## src/rtl/spi_port_pkg.sv

```systemverilog
package spi_port_pkg;
  localparam int DATA_W = 8;
  localparam int RATE_W = 3;
  localparam int HALF_W = (1 << RATE_W) - 1;
  localparam logic [7:0] CTRL_RESET = 8'h14;

  // field order is the register's bit order, MSB first
  typedef struct packed {
    logic rate_hi;
    logic enable;
    logic ss_ignore;
    logic master;
    logic cpol;
    logic cpha;
    logic rate_mid;
    logic rate_lo;
  } ctrl_t;

  function automatic logic [RATE_W-1:0] rate_code(ctrl_t c);
    return {c.rate_hi, c.rate_mid, c.rate_lo};
  endfunction

  // half SCK period in system clocks; top code aliases the one below it
  function automatic logic [HALF_W-1:0] half_len(logic [RATE_W-1:0] code);
    logic [RATE_W-1:0] e;
    e = (code == '1) ? code - 1'b1 : code;
    return HALF_W'(1) << e;
  endfunction
endpackage

```

## src/rtl/spi_port_ctrl.sv

```systemverilog
module spi_port_ctrl
  import spi_port_pkg::*;
(
  input  logic       clk,
  input  logic       rst_n,
  input  logic       wr_req,
  input  logic [7:0] wr_data,
  input  logic       busy,
  output ctrl_t      ctrl_q
);
  ctrl_t pend_q;
  logic  pend_v;

  always_ff @(posedge clk or negedge rst_n) begin
    if (!rst_n) begin
      ctrl_q <= ctrl_t'(CTRL_RESET);
      pend_q <= ctrl_t'(CTRL_RESET);
      pend_v <= 1'b0;
    end else if (wr_req) begin
      if (busy) begin
        pend_q <= ctrl_t'(wr_data);
        pend_v <= 1'b1;
      end else begin
        ctrl_q <= ctrl_t'(wr_data);
        pend_v <= 1'b0;
      end
    end else if (pend_v && !busy) begin
      ctrl_q <= pend_q;
      pend_v <= 1'b0;
    end
  end

  AST_CTRL_FROZEN: assert property (@(posedge clk) disable iff (!rst_n) busy && $past(busy) |-> $stable(ctrl_q));
endmodule

```

## src/rtl/spi_port_clkgen.sv

```systemverilog
module spi_port_clkgen
  import spi_port_pkg::*;
#(
  parameter int DW = DATA_W
) (
  input  logic              clk,
  input  logic              rst_n,
  input  logic              run_en,
  input  logic              start,
  input  logic [RATE_W-1:0] rate,
  output logic              busy,
  output logic              phase,
  output logic              lead,
  output logic              trail
);
  localparam int EDGES = 2 * DW;
  localparam int EW = $clog2(EDGES);
  localparam logic [EW-1:0] LAST_EDGE = EW'(EDGES - 1);

  logic [HALF_W-1:0] hcnt;
  logic [HALF_W-1:0] half;
  logic [EW-1:0]     ecnt;
  logic              tick;

  assign half = half_len(rate);
  assign tick = busy && (hcnt == half - 1'b1);

  always_ff @(posedge clk or negedge rst_n) begin
    if (!rst_n) begin
      busy  <= 1'b0;
      phase <= 1'b0;
      hcnt  <= '0;
      ecnt  <= '0;
    end else if (!run_en) begin
      busy  <= 1'b0;
      phase <= 1'b0;
      hcnt  <= '0;
      ecnt  <= '0;
    end else if (start && !busy) begin
      busy  <= 1'b1;
      phase <= 1'b0;
      hcnt  <= '0;
      ecnt  <= '0;
    end else if (busy) begin
      if (tick) begin
        hcnt  <= '0;
        phase <= ~phase;
        ecnt  <= ecnt + 1'b1;
        if (ecnt == LAST_EDGE) busy <= 1'b0;
      end else begin
        hcnt <= hcnt + 1'b1;
      end
    end
  end

  assign lead  = tick & ~phase;
  assign trail = tick & phase;

  AST_PHASE_AT_REST: assert property (@(posedge clk) disable iff (!rst_n) !busy |-> !phase);
endmodule

```

## src/rtl/spi_port_slvsync.sv

```systemverilog
module spi_port_slvsync #(
  parameter int STAGES = 2
) (
  input  logic clk,
  input  logic rst_n,
  input  logic sck_in,
  input  logic ss_in,
  input  logic cpol,
  output logic lead,
  output logic trail,
  output logic ss_level
);
  logic [STAGES-1:0] sck_sh;
  logic [STAGES-1:0] ss_sh;
  logic              sck_d;
  logic              rise;
  logic              fall;

  always_ff @(posedge clk or negedge rst_n) begin
    if (!rst_n) begin
      sck_sh <= '0;
      ss_sh  <= '1;
      sck_d  <= 1'b0;
    end else begin
      sck_sh <= {sck_sh[STAGES-2:0], sck_in};
      ss_sh  <= {ss_sh[STAGES-2:0], ss_in};
      sck_d  <= sck_sh[STAGES-1];
    end
  end

  assign rise     = sck_sh[STAGES-1] & ~sck_d;
  assign fall     = ~sck_sh[STAGES-1] & sck_d;
  assign lead     = cpol ? fall : rise;
  assign trail    = cpol ? rise : fall;
  assign ss_level = ss_sh[STAGES-1];
endmodule

```

## src/rtl/spi_port_shifter.sv

```systemverilog
module spi_port_shifter #(
  parameter int DW = 8
) (
  input  logic                   clk,
  input  logic                   rst_n,
  input  logic                   clear,
  input  logic                   load,
  input  logic [DW-1:0]          load_val,
  input  logic                   launch,
  input  logic                   sample,
  input  logic                   ser_in,
  output logic [DW-1:0]          shreg,
  output logic                   ser_out,
  output logic [$clog2(DW)-1:0]  bit_cnt,
  output logic                   last_bit
);
  localparam int CW = $clog2(DW);
  localparam logic [CW-1:0] LAST = CW'(DW - 1);

  assign last_bit = sample && !load && !clear && (bit_cnt == LAST);

  always_ff @(posedge clk or negedge rst_n) begin
    if (!rst_n) begin
      shreg   <= '0;
      ser_out <= 1'b0;
      bit_cnt <= '0;
    end else if (load) begin
      shreg   <= load_val;
      ser_out <= load_val[DW-1];
      bit_cnt <= '0;
    end else if (clear) begin
      bit_cnt <= '0;
      ser_out <= shreg[DW-1];
    end else begin
      if (sample) begin
        shreg   <= {shreg[DW-2:0], ser_in};
        bit_cnt <= (bit_cnt == LAST) ? '0 : bit_cnt + 1'b1;
      end
      if (launch || bit_cnt == '0) ser_out <= shreg[DW-1];
    end
  end

  AST_CNT_HELD: assert property (@(posedge clk) disable iff (!rst_n) clear && !load |=> bit_cnt == '0);
endmodule

```

## src/rtl/spi_port_top.sv

```systemverilog
module spi_port_top
  import spi_port_pkg::*;
#(
  parameter int SYNC_STAGES = 2
) (
  input  logic              clk,
  input  logic              rst_n,
  input  logic              bus_wr,
  input  logic              bus_rd,
  input  logic              bus_sel_data,
  input  logic [DATA_W-1:0] bus_wdata,
  output logic [DATA_W-1:0] bus_rdata,
  output logic              xfer_done,
  output logic              sck_o,
  output logic              sck_oe,
  input  logic              sck_i,
  output logic              mosi_o,
  output logic              mosi_oe,
  input  logic              mosi_i,
  output logic              miso_o,
  output logic              miso_oe,
  input  logic              miso_i,
  output logic              ss_o,
  input  logic              ss_i
);
  localparam int CW = $clog2(DATA_W);

  ctrl_t             cfg;
  logic              m_busy, m_phase, m_lead, m_trail;
  logic              s_lead, s_trail, ss_lvl;
  logic [DATA_W-1:0] sh_reg;
  logic              ser_out, last_bit;
  logic [CW-1:0]     sh_cnt;
  logic              master_on, slave_on, slave_go;
  logic              ctrl_wr, data_wr, data_rd;
  logic              busy_all, load, start, clear;
  logic              ss_honour, selected;
  logic              launch, sample, ser_in;

  assign master_on = cfg.enable & cfg.master;
  assign slave_on  = cfg.enable & ~cfg.master;
  assign ctrl_wr   = bus_wr & ~bus_sel_data;
  assign data_wr   = bus_wr & bus_sel_data;
  assign data_rd   = bus_rd & bus_sel_data;
  assign busy_all  = m_busy | (sh_cnt != '0);
  assign load      = data_wr & ~busy_all;
  assign start     = load & master_on;

  // select-ignore only takes effect for the late-sampling phase in slave role
  assign ss_honour = ~cfg.ss_ignore | ~cfg.cpha;
  assign selected  = ~ss_honour | ~ss_lvl;
  assign slave_go  = slave_on & selected;
  assign clear     = ~cfg.enable | (~cfg.master & ~selected);

  assign launch = master_on ? (cfg.cpha ? m_lead : m_trail)
                            : (slave_go & (cfg.cpha ? s_lead : s_trail));
  assign sample = master_on ? (cfg.cpha ? m_trail : m_lead)
                            : (slave_go & (cfg.cpha ? s_trail : s_lead));
  assign ser_in = master_on ? miso_i : mosi_i;

  spi_port_ctrl u_ctrl (
    .clk     (clk),
    .rst_n   (rst_n),
    .wr_req  (ctrl_wr),
    .wr_data (bus_wdata),
    .busy    (busy_all),
    .ctrl_q  (cfg)
  );

  spi_port_clkgen #(.DW(DATA_W)) u_clkgen (
    .clk    (clk),
    .rst_n  (rst_n),
    .run_en (master_on),
    .start  (start),
    .rate   (rate_code(cfg)),
    .busy   (m_busy),
    .phase  (m_phase),
    .lead   (m_lead),
    .trail  (m_trail)
  );

  spi_port_slvsync #(.STAGES(SYNC_STAGES)) u_sync (
    .clk      (clk),
    .rst_n    (rst_n),
    .sck_in   (sck_i),
    .ss_in    (ss_i),
    .cpol     (cfg.cpol),
    .lead     (s_lead),
    .trail    (s_trail),
    .ss_level (ss_lvl)
  );

  spi_port_shifter #(.DW(DATA_W)) u_shift (
    .clk      (clk),
    .rst_n    (rst_n),
    .clear    (clear),
    .load     (load),
    .load_val (bus_wdata),
    .launch   (launch),
    .sample   (sample),
    .ser_in   (ser_in),
    .shreg    (sh_reg),
    .ser_out  (ser_out),
    .bit_cnt  (sh_cnt),
    .last_bit (last_bit)
  );

  always_ff @(posedge clk or negedge rst_n) begin
    if (!rst_n)        xfer_done <= 1'b0;
    else if (last_bit) xfer_done <= 1'b1;
    else if (data_rd)  xfer_done <= 1'b0;
  end

  assign bus_rdata = bus_sel_data ? sh_reg : cfg;
  assign sck_o     = cfg.enable ? (cfg.cpol ^ (cfg.master & m_phase)) : 1'b1;
  assign sck_oe    = master_on;
  assign mosi_o    = ser_out;
  assign mosi_oe   = master_on;
  assign miso_o    = ser_out;
  assign miso_oe   = slave_go;
  assign ss_o      = ~(master_on & m_busy & ~cfg.ss_ignore);

  AST_DONE_AFTER_SAMPLE: assert property (@(posedge clk) disable iff (!rst_n) $rose(xfer_done) |-> $past(sample));
  AST_SCK_AT_REST: assert property (@(posedge clk) disable iff (!rst_n) cfg.enable && !m_busy |-> sck_o == cfg.cpol);
  AST_SS_RELEASED: assert property (@(posedge clk) disable iff (!rst_n) !m_busy |-> ss_o);
endmodule

```

## config.mk

```make
export PLATFORM = sky130hd
export DESIGN_NAME = spi_port_top
export DESIGN_NICKNAME = d
export VERILOG_FILES = /design/src/rtl/spi_port_pkg.sv /design/src/rtl/spi_port_ctrl.sv /design/src/rtl/spi_port_clkgen.sv /design/src/rtl/spi_port_slvsync.sv /design/src/rtl/spi_port_shifter.sv /design/src/rtl/spi_port_top.sv
export SDC_FILE = /design/constraint.sdc
export NUM_CORES = 1
export LEC_CHECK = 0
export ABC_CLOCK_PERIOD_IN_PS = 4400
export CORE_MARGIN = 3
export CORE_UTILIZATION = 45
export DETAILED_ROUTE_END_ITERATION = 8
export PLACE_DENSITY = 0.79
export SLEW_MARGIN = 10
export SYNTH_ARGS = -nofsm -noshare
export SYNTH_HDL_FRONTEND = slang
export SYNTH_SLANG_ARGS = --single-unit
export TNS_END_PERCENT = 100
```

## constraint.sdc

```tcl
create_clock -name clk -period 4.4 [get_ports clk]
set_clock_uncertainty 0.15 [all_clocks]
set_input_delay 0.44 -clock clk [delete_from_list [all_inputs] [get_ports clk]]
set_output_delay 0.44 -clock clk [all_outputs]
set_load 0.05 [all_outputs]
```

Yosys cells after proc, flatten, opt, wreduce, memory -nomap -nowiden
Index checks and enable logic that the tools add are counted.
{"block": "totals", "register_bits": 48, "in_bits": 17, "out_inout_bits": 16}
{"block": "classes", "n_addsub": 5, "eq_ne": 8, "shifts": 1, "muxes": 47, "bitwise_logic": 36, "reduce_logical": 22}
{"op": "8-bit two-way mux", "count": 7}
{"op": "7-bit two-way mux", "count": 4}
{"op": "1-bit two-way mux", "count": 27}
{"op": "1-bit bitwise AND", "count": 18}
{"op": "4-bit two-way mux", "count": 4}
{"op": "3-bit two-way mux", "count": 5}
{"op": "1-bit NOT", "count": 13}
{"op": "3-bit nonzero test", "count": 3}
{"op": "2-bit AND reduction", "count": 4}
{"op": "7-bit by 1-bit adder with 7-bit output, second input constant", "count": 1}
{"op": "7-bit equality test", "count": 1}
{"op": "1-bit by 3-bit << shifter with 7-bit output, first input constant", "count": 1}
{"op": "7-bit by 1-bit subtractor with 7-bit output, second input constant", "count": 1}
{"op": "3-bit equality test, second input constant", "count": 2}
{"op": "1-bit logical AND", "count": 6}
{"op": "3-bit by 1-bit != test with 1-bit output, second input constant", "count": 2}
{"op": "2-bit nonzero test", "count": 3}
{"op": "4-bit by 1-bit adder with 4-bit output, second input constant", "count": 1}
{"op": "4-bit equality test, second input constant", "count": 1}
{"op": "1-bit logical NOT", "count": 4}
{"op": "2-bit != test, second input constant", "count": 2}
{"op": "1-bit bitwise OR", "count": 4}
{"op": "3-bit by 1-bit adder with 3-bit output, second input constant", "count": 1}
{"op": "3-bit logical NOT", "count": 1}
{"op": "3 further kinds", "count": 3}

Longest topological paths before layout
Gate-level depths: netlist of the first run.
{"block": "depth", "depth_word": 13, "ltp_mapped": 10, "ltp_nobuf": 8}

Modules after synthesis
A second synthesis of the first run with hierarchy kept.
{"block": "unflattened", "cells_unflattened": 300, "hier_area_um2": 2977.9}
{"module": "spi_port_clkgen", "n_inst": 1, "cells_per_inst": 128, "area_per_inst_um2": 1082.3, "seq_area_each_um2": 325.3}
{"module": "spi_port_ctrl", "n_inst": 1, "cells_per_inst": 64, "area_per_inst_um2": 799.5, "seq_area_each_um2": 430.4}
{"module": "spi_port_shifter", "n_inst": 1, "cells_per_inst": 60, "area_per_inst_um2": 618.1, "seq_area_each_um2": 300.3}
{"module": "spi_port_top", "n_inst": 1, "cells_per_inst": 39, "area_per_inst_um2": 316.6, "seq_area_each_um2": 25.0}
{"module": "spi_port_slvsync", "n_inst": 1, "cells_per_inst": 9, "area_per_inst_um2": 161.4, "seq_area_each_um2": 127.6}

Worst setup path before layout of the first run
OpenSTA, ideal clock, no wires.
{"block": "synth_timing", "kind": "register to register", "start": "register u_ctrl.ctrl_q[2] (netlist bit)", "end": "register u_shift.shreg[0]", "t_arrival_ps": 2903, "required_ps": 4121, "setup_slack_ps": 1219, "path_stages_with_launch": 6, "n_path_buf": 0, "cell_sequence": "dfstp_2 -> a21boi_0 -> nor3b_1 -> nand2_1 -> a221oi_1 -> o21ai_1"}
{"block": "synth_via", "elab_chain_cells": 9}
{"item": "from (decl)", "line": "spi_port_ctrl.sv:9", "source": "output ctrl_t ctrl_q"}
{"item": "from (signal assigned)", "line": "spi_port_ctrl.sv:16", "source": "ctrl_q <= ctrl_t'(CTRL_RESET);"}
{"item": "from (signal assigned)", "line": "spi_port_ctrl.sv:24", "source": "ctrl_q <= ctrl_t'(wr_data);"}
{"item": "from (signal assigned)", "line": "spi_port_ctrl.sv:28", "source": "ctrl_q <= pend_q;"}
{"item": "1-bit NOT", "line": "spi_port_top.sv:50", "source": "assign ss_honour = ~cfg.ss_ignore | ~cfg.cpha;"}
{"item": "1-bit bitwise OR", "line": "spi_port_top.sv:50"}
{"item": "1-bit NOT", "line": "spi_port_top.sv:51", "source": "assign selected = ~ss_honour | ~ss_lvl;"}
{"item": "1-bit bitwise OR", "line": "spi_port_top.sv:51"}
{"item": "1-bit bitwise AND", "line": "spi_port_top.sv:52", "source": "assign slave_go = slave_on & selected;"}
{"item": "named net miso_oe", "line": "spi_port_top.sv:21", "source": "output logic miso_oe,"}
{"item": "1-bit bitwise AND", "line": "spi_port_top.sv:58", "source": ": (slave_go & (cfg.cpha ? s_trail : s_lead));"}
{"item": "1-bit two-way mux", "line": "spi_port_top.sv:57", "source": "assign sample = master_on ? (cfg.cpha ? m_trail : m_lead)"}
{"item": "2-bit nonzero test (no source line)"}
{"item": "2-bit AND reduction (no source line)"}
{"item": "to (signal assigned)", "line": "spi_port_shifter.sv:28", "source": "shreg <= load_val;"}
{"item": "to (signal assigned)", "line": "spi_port_shifter.sv:36", "source": "shreg <= {shreg[DW-2:0], ser_in};"}
{"item": "to (decl)", "line": "spi_port_shifter.sv:12", "source": "output logic [DW-1:0] shreg,"}
The timed path passes the listed nets, and every way through them passes these cells.
A chain may end at the register's enable or synchronous reset.

Worst setup path in the final report of the first run
{"block": "layout_timing", "start": "input bus_sel_data", "end": "output bus_rdata[1]"}
{"block": "layout_via", "elab_chain_cells": 1}
{"item": "from (decl)", "line": "spi_port_top.sv:10", "source": "input logic bus_sel_data,"}
{"item": "8-bit two-way mux", "line": "spi_port_top.sv:114", "source": "assign bus_rdata = bus_sel_data ? sh_reg : cfg;"}
{"item": "to (decl)", "line": "spi_port_top.sv:12", "source": "output logic [DATA_W-1:0] bus_rdata,"}
No other way between the ends.

==> impl_metrics.yaml, run 1 <==
min_path:
  hold_class: "primary input to async pin"
yosys:
  avgSynthCellArea_um2: 10.2
  synth-adder-area-share_pct: 3.24
  synth_top_area_share_pct: 38.9
  yosysWarnings: 0
  yosysSeqAreaShare_pct: 44.7
  synth_xor_area_share_pct: 4.26
  synthDistinctLibCells: 53
  muxShareOfSynthArea_pct: 11.2
  yosysMostFrequentCell: "dfrtp_1"
  yosys.area.top_type: "dfrtp_1"
  yosys-top-cells-area: "dfrtp_1 39%, mux2_2 7.1%, dfstp_2 5.8%"
  synth-simple-area-share_pct: 17.3
  ys_async_sr_fraction_pct: 100
  synthesis.area_um2: 2700
  synth_compound_area_share_pct: 15.5
  ys_dominant_reg_cell: "dfrtp_1"
  syn-num-nets: 290
  synth_top_family_by_area: "simple AND/OR/NAND/NOR gates"
  synth_seq_cells: 48
  synth_cells: 266
  synth-edff-count: 0
  synth_common_cells: "42 x dfrtp_1, 26 x nand2_1, 21 x o21ai_0"
die:
  dieHeight_um: 83.5
  core_area_um2: 5680
  num_rows: 27
  io_pins: 33
  initial_core_util_pct: 47.6
  fp.dieW_um: 83.5
  dieArea_um2: 6970
sta:
  setup-violations-final: 0
  finalHoldViolCount: 0
  worst_slew_pin_slew_ns: 1.05
  grt_setup_unrepaired: "false"
  fin_crit_sh_pct: 70.6
  fin_setup_tns_ns: 0
  slew_headroom_pct: 30.0
  drv_slew: 0
  timing.fmax_ghz: 0.322
  hold_ws_ns: 0.156
  fin_crit_ns: 3.11
route:
  dr_total_vias: 2104
  remaining_drc_errors: 0
  viasPerCell: 5.76
  antenna_left: 0
  firstDrtPassIters: 4
  initialDrtViolationCount: 194
  wl_per_cell_um: 16.9
  wl_mm: 6.16
cells_and_area:
  syn2layout_area_growth_pct: 16.8
  drive_gt1_share_pct: 15.4
  num_antenna_cells: 0
  final_nets: 316
  final_core_util_pct: 55.6
  fin_cells: 365
cts:
  ctsHoldBuffers: 0
  cts_tree: "built"
  cts_buffers: 5
  htreeDepth: 2
  clk_pin_slew_worst_paths_ns: 0.09
  cts_sinks: 48
  postCtsSetupBuffers: 0
  worstSkewPairLatency_ns: 0.30
  cts_root_buf: "clkbuf_8"
  cts_resized: 0
  clk_path_buf_depth: 2
placed_design:
  dp.cells: 357
  io_buffers: 32
  gp_congestion: 0.810
  dp_hpwl_mm: 4.54
pwr:
  powerDensity_nw_per_um2: 508
  p_leak_uw: 0.00131
  ir_drop_v: 0.000276
worst_setup_path:
  worstSetupPathType: "primary input to output port"
  cp-start-kind: "primary input"
  end_kind: "output port"
  cp_data_required_time_ns: 3.81
  critical_path_peak_fanout: 16
  cp.arrival_ns: 2.52
global_routing:
  antenna_found_initial: 0
  grt_start_max_net_pins: 49
  grt_pass1_wl_mm: 10.4
  grt_pass1_vias: 2092
  grt_use_total_pct: 18.4
  overflow: 0
run_status:
  outcome: "complete, no violations"
flow_run:
  cap_violations: 0
## where the power goes
part	switching (µW)	internal, µW	total (µW)
logic	355	253	608
registers	105	542	646
clock network	148	201	349
## worst max-delay path, stage by stage
cell and delay (ns):
clkdlybuf4s50_1 0.78, o21ai_0 0.43, clkdlybuf4s50_1 0.86
## cell type report
cell class	count	area (µm²)
Clock inverter	1	30.0
Timing Repair Buffer	32	315
Tap cell	72	90.1
Multi-Input combinational cell	198	1390
Sequential cell	48	1210
Clock buffer	7	96.3
Inverter	7	26.3
Fill cell	512	2520
## cells in the final DEF, fill, tap and decap left out, types with 2 or more instances in the layout
| cell | synthesis | final |
|---|---|---|
| a211oi_2 | 2 | 2 |
| a21boi_0 | 2 | 2 |
| a21oi_1 | 14 | 14 |
| a31oi_1 | 8 | 8 |
| and2_1 | 3 | 3 |
| and3_1 | 3 | 3 |
| clkbuf_8 | 0 | 7 |
| clkdlybuf4s50_1 | 0 | 31 |
| dfrtp_1 | 42 | 42 |
| dfstp_2 | 6 | 6 |
| ha_1 | 7 | 7 |
| inv_1 | 7 | 7 |
| mux2_2 | 17 | 17 |
| mux2i_1 | 11 | 11 |
| nand2_1 | 26 | 26 |
| nand2b_1 | 4 | 4 |
| nand3_1 | 8 | 8 |
| nand3b_1 | 2 | 2 |
| nand4_1 | 3 | 3 |
| nor2_1 | 20 | 20 |
| nor2b_1 | 4 | 4 |
| nor3_1 | 2 | 2 |
| nor3b_1 | 2 | 2 |
| o21ai_0 | 21 | 21 |
| o21ai_1 | 3 | 3 |
| or3_1 | 2 | 2 |
| xnor2_1 | 2 | 2 |
| xor2_1 | 8 | 8 |
## per-stage QoR
step	cell area (µm²)	setup WS (ns)	total power, µW
after floorplan	2700	1.22	1090
after global placement	3030	1.33	1240
after detailed placement	3030	1.33	1260
after CTS	3160	1.33	1610
after global routing	3160	1.23	1690
final	3160	1.29	1600
## cells by family (layout without fill, tap and decap cells)
| group | after synthesis | count (layout) |
|---|---|---|
| simple gates | 89 | 89 |
| flops | 48 | 48 |
| compound gates | 63 | 63 |
| fa+ha+maj | 7 | 7 |
| xor+xnor | 11 | 11 |
| buf+inv | 20 | 47 |
| mux | 28 | 28 |
## per-layer routing
metal / share of wire [%] / GRT usage (%) / vias up
li1: - / - / 1003
met1: 46 / 25.1 / 1021
met2: 48 / 29.7 / 67
met3: 4.4 / 3.46 / 13
met4: 1.8 / 5.99 / 0
met5: 0 / 0 / -
## worst paths after layout
path	to	start	slack, ns	cells after the start
max	bus_rdata[1]	bus_sel_data	1.29	3
min	u_ctrl.ctrl_q[0]	rst_n	0.16	1
max reg2reg	u_shift.ser_out	u_shift.bit_cnt[0]	1.37	7
min reg2reg	u_sync.ss_sh[1]	u_sync.ss_sh[0]	0.21	0
max in group asynchronous	u_clkgen.hcnt[5]	rst_n	3.28	1
min in group clk	u_sync.ss_sh[1]	u_sync.ss_sh[0]	0.21	0
## sequential cells by signal, indices dropped and copies added (netlist names), 2 cells and up
signal           cells
u_shift.bit_cnt      3
u_ctrl.pend_q        8
u_shift.shreg        8
u_clkgen.hcnt        7
u_sync.sck_sh        2
u_ctrl.ctrl_q        8
u_clkgen.ecnt        4
u_sync.ss_sh         2
Power figures use the tool's default switching activity.
==> run 2, diff against run 1 <==
Settings changed: ABC_CLOCK_PERIOD_IN_PS 4400 to 3000.
Clock period 4.4 ns to 3 ns, I/O delays scaled along.
==> impl_metrics.yaml, run 2 (same netlist as run 1, synthesis figures left out) <==
pwr:
  p_leak_uw: 0.00133
  powerDensity_nw_per_um2: 705
  ir_drop_v: 0.000405
cells_and_area:
  fin_cells: 372
  final_nets: 323
  reg.largest.list: "u_ctrl.ctrl_q (8), u_ctrl.pend_q (8), u_shift.shreg (8)"
  final_common_cell: "dfrtp_1"
  drive_gt1_share_pct: 18.3
  num_antenna_cells: 0
  layout_common_cells: "41 x dfrtp_1, 29 x clkdlybuf4s50_1, 26 x nand2_1"
  syn2layout_area_growth_pct: 17.6
route:
  viasPerCell: 5.69
  wl_mm: 6.13
  remaining_drc_errors: 0
  firstDrtPassIters: 4
  antenna_left: 0
  initialDrtViolationCount: 120
  wl_per_cell_um: 16.5
  dr_total_vias: 2115
sta:
  finalHoldViolCount: 0
  worst_slew_pin_slew_ns: 1.05
  fin_crit_ns: 2.85
  drv_slew: 0
  grt_setup_unrepaired: "false"
  slew_headroom_pct: 30.1
  hold_ws_ns: 0.0304
  fin_setup_tns_ns: 0
  timing.fmax_ghz: 0.351
  setup-violations-final: 0
  fin_crit_sh_pct: 95.0
placed_design:
  dp_hpwl_mm: 4.44
  gp_congestion: 0.812
  io_buffers: 32
  dp.cells: 364
cts:
  cts_tree: "built"
  ctsHoldBuffers: 0
  cts_root_buf: "clkbuf_8"
  clk_path_buf_depth: 2
  worstSkewPairLatency_ns: 0.30
  clk_pin_slew_worst_paths_ns: 0.08
  htreeDepth: 2
  cts_buffers: 5
  cts_sinks: 48
worst_setup_path:
  rr_startpoint: "u_ctrl.ctrl_q[0]"
  worstSetupPathType: "register to register"
  cp.arrival_ns: 2.88
  cp-start-kind: "register"
  end_kind: "register"
  cp_data_required_time_ns: 3.03
  critical_path_peak_fanout: 10
  startpoint: "u_ctrl.ctrl_q[0]"
die:
  initial_core_util_pct: 47.6
  io_pins: 33
  num_rows: 27
  core_area_um2: 5680
  fp.dieW_um: 83.5
  dieArea_um2: 6970
  dieHeight_um: 83.5
global_routing:
  grt_use_total_pct: 18.1
  grt_pass1_vias: 2067
  grt_pass1_wl_mm: 10.2
  antenna_found_initial: 0
  grt_start_max_net_pins: 49
  overflow: 0
flow_run:
  cap_violations: 0
min_path:
  hold_class: "primary input to async pin"
run_status:
  outcome: "complete, no violations"
run 2: repair_timing:
action | in CTS | in global routing
endpoints found under the setup margin | 0 | 1
resized for setup | 0 | 2
buffers inserted | 0 | 0
run 2: final timing paths:
path                                         end  slack [ns]  cells past startpoint
worst max-delay path                   xfer_done        0.15                      8
worst min-delay path            u_ctrl.pend_q[0]        0.03                      1
worst max register to register         xfer_done        0.15                      8
worst min register to register   u_sync.ss_sh[1]        0.21                      0
max in group asynchronous       u_ctrl.ctrl_q[1]        1.97                      1
min in group clk                 u_sync.ss_sh[1]        0.21                      0
run 2: cell type report:
cell class	count	area (µm²)
Clock buffer	8	90.1
Fill cell	518	2490
Inverter	7	26.3
Multi-Input combinational cell	198	1400
Sequential cell	48	1210
Tap cell	72	90.1
Timing Repair Buffer	39	363
run 2: layer usage:
metal	track usage (%)	vias to the layer above	wire length [µm]
met5	0	-	0
met4	5.99	0	105
met3	3.26	7	291
met2	28.9	45	2940
met1	24.9	1052	2790
li1	-	1011	-
run 2: critical path: stages, from the launching register on:
cell and delay [ns]:
dfrtp_1 0.48, inv_1 0.09, ha_1 0.37, and2b_2 0.24, a22o_1 0.21, o21a_2 0.25
o2111ai_2 0.48, nand2_2 0.18, a32o_1 0.30
run 2: power breakdown:
group          leakage [µW]  switching (µW)  internal, µW
sequential         0.000604             148           796
combinational      0.000678             529           379
clock             0.0000455             203           188
total               0.00133             880          1360
run 2: metrics by stage:
step	utilization [%]	total power, µW	worst slack, ns	cell area (µm²)
after floorplan	-	1600	0.471	2710
after global placement	54.3	1830	0.280	3080
after detailed placement	54.3	1860	0.184	3080
after CTS	55.9	2250	0.175	3170
after global routing	56.0	2370	0.00999	3180
final	56.0	2240	0.149	3180
